<file path="config.mk">
export PLATFORM = sky130hd
export DESIGN_NAME = frac_clk_div
export DESIGN_NICKNAME = d
export VERILOG_FILES = /design/src/rtl/frac_div_pkg.sv /design/src/rtl/div_cfg_reg.sv /design/src/rtl/div_ratio_latch.sv /design/src/rtl/div_phase_acc.sv /design/src/rtl/frac_clk_div.sv
export SDC_FILE = /design/constraint.sdc
export NUM_CORES = 1
export LEC_CHECK = 0
export BUFFER_PORTS_ARGS = -buffer_cell sky130_fd_sc_hd__buf_2
export CORE_UTILIZATION = 55
export CTS_BUF_LIST = sky130_fd_sc_hd__clkbuf_16
export DETAILED_ROUTE_END_ITERATION = 7
export PLACE_DENSITY = 0.74
export REMOVE_ABC_BUFFERS = 1
export SLEW_MARGIN = 30
export SYNTH_ARGS = -nofsm -noshare
export SYNTH_HDL_FRONTEND = slang
export SYNTH_SLANG_ARGS = --single-unit
</file>
<file path="constraint.sdc">
create_clock -name clk -period 5.1 [get_ports clk]
set_input_delay 1.53 -clock clk [delete_from_list [all_inputs] [get_ports clk]]
set_output_delay 1.53 -clock clk [all_outputs]
set_load 0.05 [all_outputs]
</file>
<file path="src/rtl/frac_div_pkg.sv">
package frac_div_pkg;

  localparam int unsigned DEF_RATIO_W = 15;

  // outcome of a pending ratio transfer
  typedef enum logic [1:0] {
    XFER_NONE   = 2'd0,
    XFER_ACCEPT = 2'd1,
    XFER_REFUSE = 2'd2
  } xfer_t;

  function automatic logic ratio_ok(input logic [DEF_RATIO_W-1:0] m,
                                    input logic [DEF_RATIO_W-1:0] n);
    return (n != '0) && (m <= n);
  endfunction

endpackage

</file>
<file path="src/rtl/div_cfg_reg.sv">
module div_cfg_reg #(
  parameter int unsigned RATIO_W = frac_div_pkg::DEF_RATIO_W,
  localparam int unsigned REG_W  = 2*RATIO_W + 2
) (
  input  logic               clk,
  input  logic               rst,
  input  logic               wr_en,
  input  logic [REG_W-1:0]   wr_data,
  output logic [RATIO_W-1:0] sh_m,
  output logic [RATIO_W-1:0] sh_n,
  output logic               out_en,
  output logic               pend
);

  localparam int unsigned UPD_BIT = REG_W - 1;
  localparam int unsigned N_LO    = RATIO_W + 1;
  localparam int unsigned N_HI    = 2*RATIO_W;

  always_ff @(posedge clk) begin
    if (rst) begin
      sh_m   <= RATIO_W'(1);
      sh_n   <= RATIO_W'(1);
      out_en <= 1'b0;
      pend   <= 1'b0;
    end else if (wr_en) begin
      sh_n   <= wr_data[N_HI:N_LO];
      sh_m   <= wr_data[RATIO_W:1];
      out_en <= wr_data[0];
      pend   <= wr_data[UPD_BIT];
    end else begin
      pend   <= 1'b0;
    end
  end

  // a pending request lives one cycle unless re-requested
  p_pend_selfclear_r3: assert property (@(posedge clk) disable iff (rst)
    (pend && !(wr_en && wr_data[UPD_BIT])) |=> !pend);

  // shadow values only move on a write
  p_shadow_hold_r7: assert property (@(posedge clk) disable iff (rst)
    !wr_en |=> ($stable(sh_m) && $stable(sh_n)));

endmodule

</file>
<file path="src/rtl/div_ratio_latch.sv">
module div_ratio_latch
  import frac_div_pkg::*;
#(
  parameter int unsigned RATIO_W = DEF_RATIO_W
) (
  input  logic               clk,
  input  logic               rst,
  input  logic               pend,
  input  logic [RATIO_W-1:0] sh_m,
  input  logic [RATIO_W-1:0] sh_n,
  output logic [RATIO_W-1:0] act_m,
  output logic [RATIO_W-1:0] act_n,
  output logic               restart,
  output logic               err
);

  xfer_t xfer;
  logic  good;

  always_comb begin
    good = (sh_n != '0) && (sh_m <= sh_n);
    if (!pend)      xfer = XFER_NONE;
    else if (good)  xfer = XFER_ACCEPT;
    else            xfer = XFER_REFUSE;
  end

  assign restart = (xfer == XFER_ACCEPT);

  always_ff @(posedge clk) begin
    if (rst) begin
      act_m <= RATIO_W'(1);
      act_n <= RATIO_W'(1);
      err   <= 1'b0;
    end else begin
      case (xfer)
        XFER_ACCEPT: begin
          act_m <= sh_m;
          act_n <= sh_n;
          err   <= 1'b0;
        end
        XFER_REFUSE: err <= 1'b1;
        default: ;
      endcase
    end
  end

  // a refused request leaves the ratio alone and flags it
  p_refuse_holds_r6: assert property (@(posedge clk) disable iff (rst)
    (pend && ((sh_n == '0) || (sh_m > sh_n))) |=>
      ($stable(act_m) && $stable(act_n) && err));

  // the active ratio is always producible
  p_active_valid_r6: assert property (@(posedge clk) disable iff (rst)
    (act_n != '0) && (act_m <= act_n));

endmodule

</file>
<file path="src/rtl/div_phase_acc.sv">
module div_phase_acc #(
  parameter int unsigned RATIO_W = frac_div_pkg::DEF_RATIO_W,
  localparam int unsigned ACC_W  = RATIO_W + 1
) (
  input  logic               clk,
  input  logic               rst,
  input  logic               out_en,
  input  logic               restart,
  input  logic [RATIO_W-1:0] act_m,
  input  logic [RATIO_W-1:0] act_n,
  output logic               tick
);

  logic [ACC_W-1:0] acc;
  logic [ACC_W-1:0] sum;
  logic             wrap;

  always_comb begin
    sum  = acc + {1'b0, act_m};
    wrap = (sum >= {1'b0, act_n});
  end

  always_ff @(posedge clk) begin
    if (rst) begin
      acc  <= '0;
      tick <= 1'b0;
    end else if (restart) begin
      acc  <= '0;
      tick <= 1'b0;
    end else if (out_en) begin
      acc  <= wrap ? (sum - {1'b0, act_n}) : sum;
      tick <= wrap;
    end else begin
      tick <= 1'b0;
    end
  end

  // phase never reaches the denominator
  p_acc_bound_r4: assert property (@(posedge clk) disable iff (rst)
    acc < {1'b0, act_n});

  // disabled output stays silent
  p_tick_off_r2: assert property (@(posedge clk) disable iff (rst)
    !out_en |=> !tick);

  // equal ratio ticks every enabled cycle
  p_passthru_r5: assert property (@(posedge clk) disable iff (rst)
    (out_en && !restart && (act_m == act_n)) |=> tick);

  // transfer cycle clears phase and output
  p_restart_clear_r9: assert property (@(posedge clk) disable iff (rst)
    restart |=> (!tick && (acc == '0)));

endmodule

</file>
<file path="src/rtl/frac_clk_div.sv">
module frac_clk_div #(
  parameter int unsigned RATIO_W = frac_div_pkg::DEF_RATIO_W,
  localparam int unsigned REG_W  = 2*RATIO_W + 2
) (
  input  logic             clk,
  input  logic             rst,
  input  logic             wr_en,
  input  logic [REG_W-1:0] wr_data,
  output logic [REG_W-1:0] rd_data,
  output logic             tick,
  output logic             err
);

  logic [RATIO_W-1:0] sh_m, sh_n, act_m, act_n;
  logic               out_en, pend, restart;

  div_cfg_reg #(.RATIO_W(RATIO_W)) i_cfg (
    .clk     (clk),
    .rst     (rst),
    .wr_en   (wr_en),
    .wr_data (wr_data),
    .sh_m    (sh_m),
    .sh_n    (sh_n),
    .out_en  (out_en),
    .pend    (pend)
  );

  div_ratio_latch #(.RATIO_W(RATIO_W)) i_latch (
    .clk     (clk),
    .rst     (rst),
    .pend    (pend),
    .sh_m    (sh_m),
    .sh_n    (sh_n),
    .act_m   (act_m),
    .act_n   (act_n),
    .restart (restart),
    .err     (err)
  );

  div_phase_acc #(.RATIO_W(RATIO_W)) i_acc (
    .clk     (clk),
    .rst     (rst),
    .out_en  (out_en),
    .restart (restart),
    .act_m   (act_m),
    .act_n   (act_n),
    .tick    (tick)
  );

  assign rd_data = {pend, sh_n, sh_m, out_en};

  // a pending bit is always caused by a write
  p_pend_from_write_r3: assert property (@(posedge clk) disable iff (rst)
    $rose(rd_data[REG_W-1]) |-> $past(wr_en));

endmodule

</file>
==> results.cfg <==
[clock_tree]
maximum_level_of_the_cts_h_tree = 3
root_buffer = sky130_fd_sc_hd__clkbuf_16
hold_buffers = 0
clk_path_buf_depth = 2
cts_tree = yes
cts_buffers = 9
numClockSinks = 80
cts_resized = 0
clock_latency_of_the_later_clocked_register_in_the_worst_skew_pair_ns = 0.33
cts.repair_timing.setup_buffer_count = 0
cts.clk_slew.worst_paths_ns = 0.06

[grt]
grt.total_usage_pct = 27.19
grt_first_pass_wirelength_um = 21460
pin_count_of_the_biggest_net_entering_global_routing = 59
global_route.overflow_total = 0
grt_pass1_vias = 4428
antenna_found_initial = 0

[yosys]
synth.yosys.seq_area_share_pct = 31.32
synth_seq_cells = 80
syn_inst = 621
mappedNetlistArea_um2 = 5114
dominantRegCellSynth = sky130_fd_sc_hd__dfxtp_1
synthArstFlopShare_pct = 0
synth_enable_flop_cells = 0
yosys_warnings = 0
postSynthAreaPerCell_um2 = 8.235
yosysUniqueCellTypes = 60

[final_layout]
sequential_cell_area_um2 = 1602
final_nets = 750
n_antenna_cell = 0
utilization_of_the_core_after_routing_pct = 65.61
post-route-cell-area_um2 = 5806
share_of_layout_cells_above_drive_strength_1_pct = 15.16
multi_input_comb_area_um2 = 3201
syn_to_final_growth_pct = 13.53
fillerInstances = 714

[die]
row_count = 34
die_h_um = 98.43
start_util_pct = 57.79
io-pin-count = 69
floorplan.die_area_um2 = 9687
core-area_um2 = 8848
x_dimension_of_the_die_um = 98.43

[placement]
placed_area_um2 = 5461
quantity_of_i_o_buffers_inserted_on_ports = 68
globalplace.congestion = 0.9650
dp_hpwl_um = 9509

[routing]
met1Wirelength_um = 5955
met2_wirelength_um = 6030
dr_wl_met3_um = 672
drtAntennaViolNets = 0
route.detailed.wl_per_inst_um = 16.52
drtPass1Iterations = 5
dr.max_layer_used = met4
average_via_count_per_standard_cell = 6.192
routed_via_count = 4836
detail_route.iter0.violations = 255
drt_drc_violations_left = 0
drt_wl_total_um = 12900

[sta]
slew_headroom_pct = 40.31
period_minus_slack_ns = 4.283
setup_viol = 0
slew_viol_final = 0
skew_ns = 0.005146
tightest_slew_ns = 0.8953
maximum_frequency_from_static_timing_analysis_mhz = 233.5
grt_setup_unrepaired = false
final_hold_viol_count = 0
finalSetupTns_ns = 0
min_period_over_period_pct = 83.97

[outcome]
status = finished clean

[power]
cellPowerDensity_nw_per_um2 = 371.8
total_leakage_power_nw = 2.496
ir_drop_mv = 0.2670

[worst_setup_path]
cp_data_required_time_ns = 5.31
kind_of_capture_point_of_the_worst_setup_path = register
worstPathArrival_ns = 4.49
critPathKind = reg -> reg
cp_max_fo = 14
crit_path_start_kind = register

[run]
timing.max_cap.violations = 0

[worst_hold_path]
worst_hold_path_type = reg -> reg
## cells in the final DEF, fill, tap and decap left out, types with 3 or more instances in the layout
cell type	n
sky130_fd_sc_hd__dfxtp_1	80
sky130_fd_sc_hd__buf_2	68
sky130_fd_sc_hd__o21ai_0	58
sky130_fd_sc_hd__a21oi_1	57
sky130_fd_sc_hd__nand3_1	46
sky130_fd_sc_hd__ha_1	45
sky130_fd_sc_hd__nor2_1	42
sky130_fd_sc_hd__inv_1	40
sky130_fd_sc_hd__mux2i_1	30
sky130_fd_sc_hd__nand2_1	18
sky130_fd_sc_hd__a211oi_1	15
sky130_fd_sc_hd__nor4_1	14
sky130_fd_sc_hd__xnor2_1	13
sky130_fd_sc_hd__a21o_1	12
sky130_fd_sc_hd__nor3_1	12
sky130_fd_sc_hd__xor2_1	9
sky130_fd_sc_hd__clkbuf_16	9
sky130_fd_sc_hd__o211ai_1	6
sky130_fd_sc_hd__nand4_1	6
sky130_fd_sc_hd__or2_2	5
sky130_fd_sc_hd__nand2b_1	5
sky130_fd_sc_hd__o21a_1	5
sky130_fd_sc_hd__or4_1	5
sky130_fd_sc_hd__nor3b_1	5
sky130_fd_sc_hd__buf_4	5
sky130_fd_sc_hd__a31oi_1	4
sky130_fd_sc_hd__o21bai_1	4
sky130_fd_sc_hd__nor2b_1	4
sky130_fd_sc_hd__o2111ai_1	4
sky130_fd_sc_hd__or3_1	3
sky130_fd_sc_hd__o31ai_1	3
sky130_fd_sc_hd__bufinv_16	3
## path summary, 6_finish.rpt
check | from | end | slack, ns | cells past startpoint
min reg2reg | i_latch.act_n[6] | i_latch.act_n[6] | 0.48 | 2
max | i_latch.act_m[0] | i_acc.acc[13] | 0.82 | 16
max reg2reg | i_latch.act_m[0] | i_acc.acc[13] | 0.82 | 16
min | i_latch.act_n[6] | i_latch.act_n[6] | 0.48 | 2
## kinds of logic after synthesis
family	count (synthesis)	share of synthesized area [%]
xor+xnor	22	3.768
fa+ha+maj	47	11.79
compound gates	193	23.37
mux	30	5.872
buf+inv	76	6.092
flops	80	31.32
simple gates	173	17.79
## cell type report
cell class / instances / share of cell area, %
flip-flops and latches: 80 / 27.59
inverters: 39 / 2.522
multi-input cells: 465 / 55.13
clock buffers: 9 / 3.879
repair buffers: 73 / 6.509
well taps: 108 / 2.328
clock inverters: 7 / 2.047
## flip-flops by register name, indices dropped and copies added (netlist names)
signal	cells
i_acc.acc	16
i_cfg.sh_n	15
i_latch.act_n	15
i_cfg.pend	1
i_latch.act_m	15
i_cfg.out_en	1
i_latch.err	1
i_cfg.sh_m	15
i_acc.tick	1
## report_power, final
group | leakage, nW | internal [W] | switching [W]
Sequential | 0.654 | 0.000659 | 0.0000361
Clock | 0.168 | 0.000480 | 0.000262
Combinational | 1.67 | 0.000266 | 0.000455
## worst max-delay path: stages (launching register included)
cell and delay, ns:
sky130_fd_sc_hd__dfxtp_1 0.32, sky130_fd_sc_hd__ha_1 0.24, sky130_fd_sc_hd__fa_1 0.43, sky130_fd_sc_hd__a211oi_1 0.40, sky130_fd_sc_hd__o21bai_1 0.14, sky130_fd_sc_hd__a21oi_1 0.23
sky130_fd_sc_hd__o21ai_0 0.14, sky130_fd_sc_hd__xor2_1 0.22, sky130_fd_sc_hd__ha_1 0.28, sky130_fd_sc_hd__a21oi_1 0.09, sky130_fd_sc_hd__o31ai_1 0.39, sky130_fd_sc_hd__o21ai_0 0.17
sky130_fd_sc_hd__o21ai_0 0.23, sky130_fd_sc_hd__a21oi_1 0.10, sky130_fd_sc_hd__buf_4 0.20, sky130_fd_sc_hd__a2111oi_0 0.47, sky130_fd_sc_hd__nor3_1 0.11
## cells in the mapped netlist (9+ instances only)
master	instances	share of area (%)
sky130_fd_sc_hd__a211oi_1	15	2.2
sky130_fd_sc_hd__a21o_1	12	1.8
sky130_fd_sc_hd__a21oi_1	57	5.6
sky130_fd_sc_hd__clkbuf_1	28	2.1
sky130_fd_sc_hd__dfxtp_1	80	31
sky130_fd_sc_hd__ha_1	45	11
sky130_fd_sc_hd__inv_1	39	2.9
sky130_fd_sc_hd__mux2i_1	30	5.9
sky130_fd_sc_hd__nand2_1	18	1.3
sky130_fd_sc_hd__nand3_1	46	4.5
sky130_fd_sc_hd__nor2_1	42	3.1
sky130_fd_sc_hd__nor3_1	12	1.2
sky130_fd_sc_hd__nor4_1	14	1.7
sky130_fd_sc_hd__o21ai_0	58	5.7
sky130_fd_sc_hd__xnor2_1	13	2.2
sky130_fd_sc_hd__xor2_1	9	1.5
## metrics by stage
step / setup WS [ns] / power [W] / hold slack, ns / cells
after floorplan: 1.383 / 0.001222 / 0.4476 / 584
after global placement: 1.135 / 0.001397 / 0.4656 / 765
after detailed placement: 0.9554 / 0.001411 / 0.4691 / 765
after CTS: 0.9273 / 0.002151 / 0.4771 / 781
after global routing: 0.5216 / 0.002264 / 0.5069 / 781
final: 0.8174 / 0.002158 / 0.4772 / 781
## layer usage
metal / up-vias / global-route usage (%)
met4: 0 / 9.070
met1: 2257 / 37.36
met5: - / 0
li1: 2373 / -
met3: 21 / 2.766
met2: 185 / 44.85
Power figures use the tool's default switching activity.
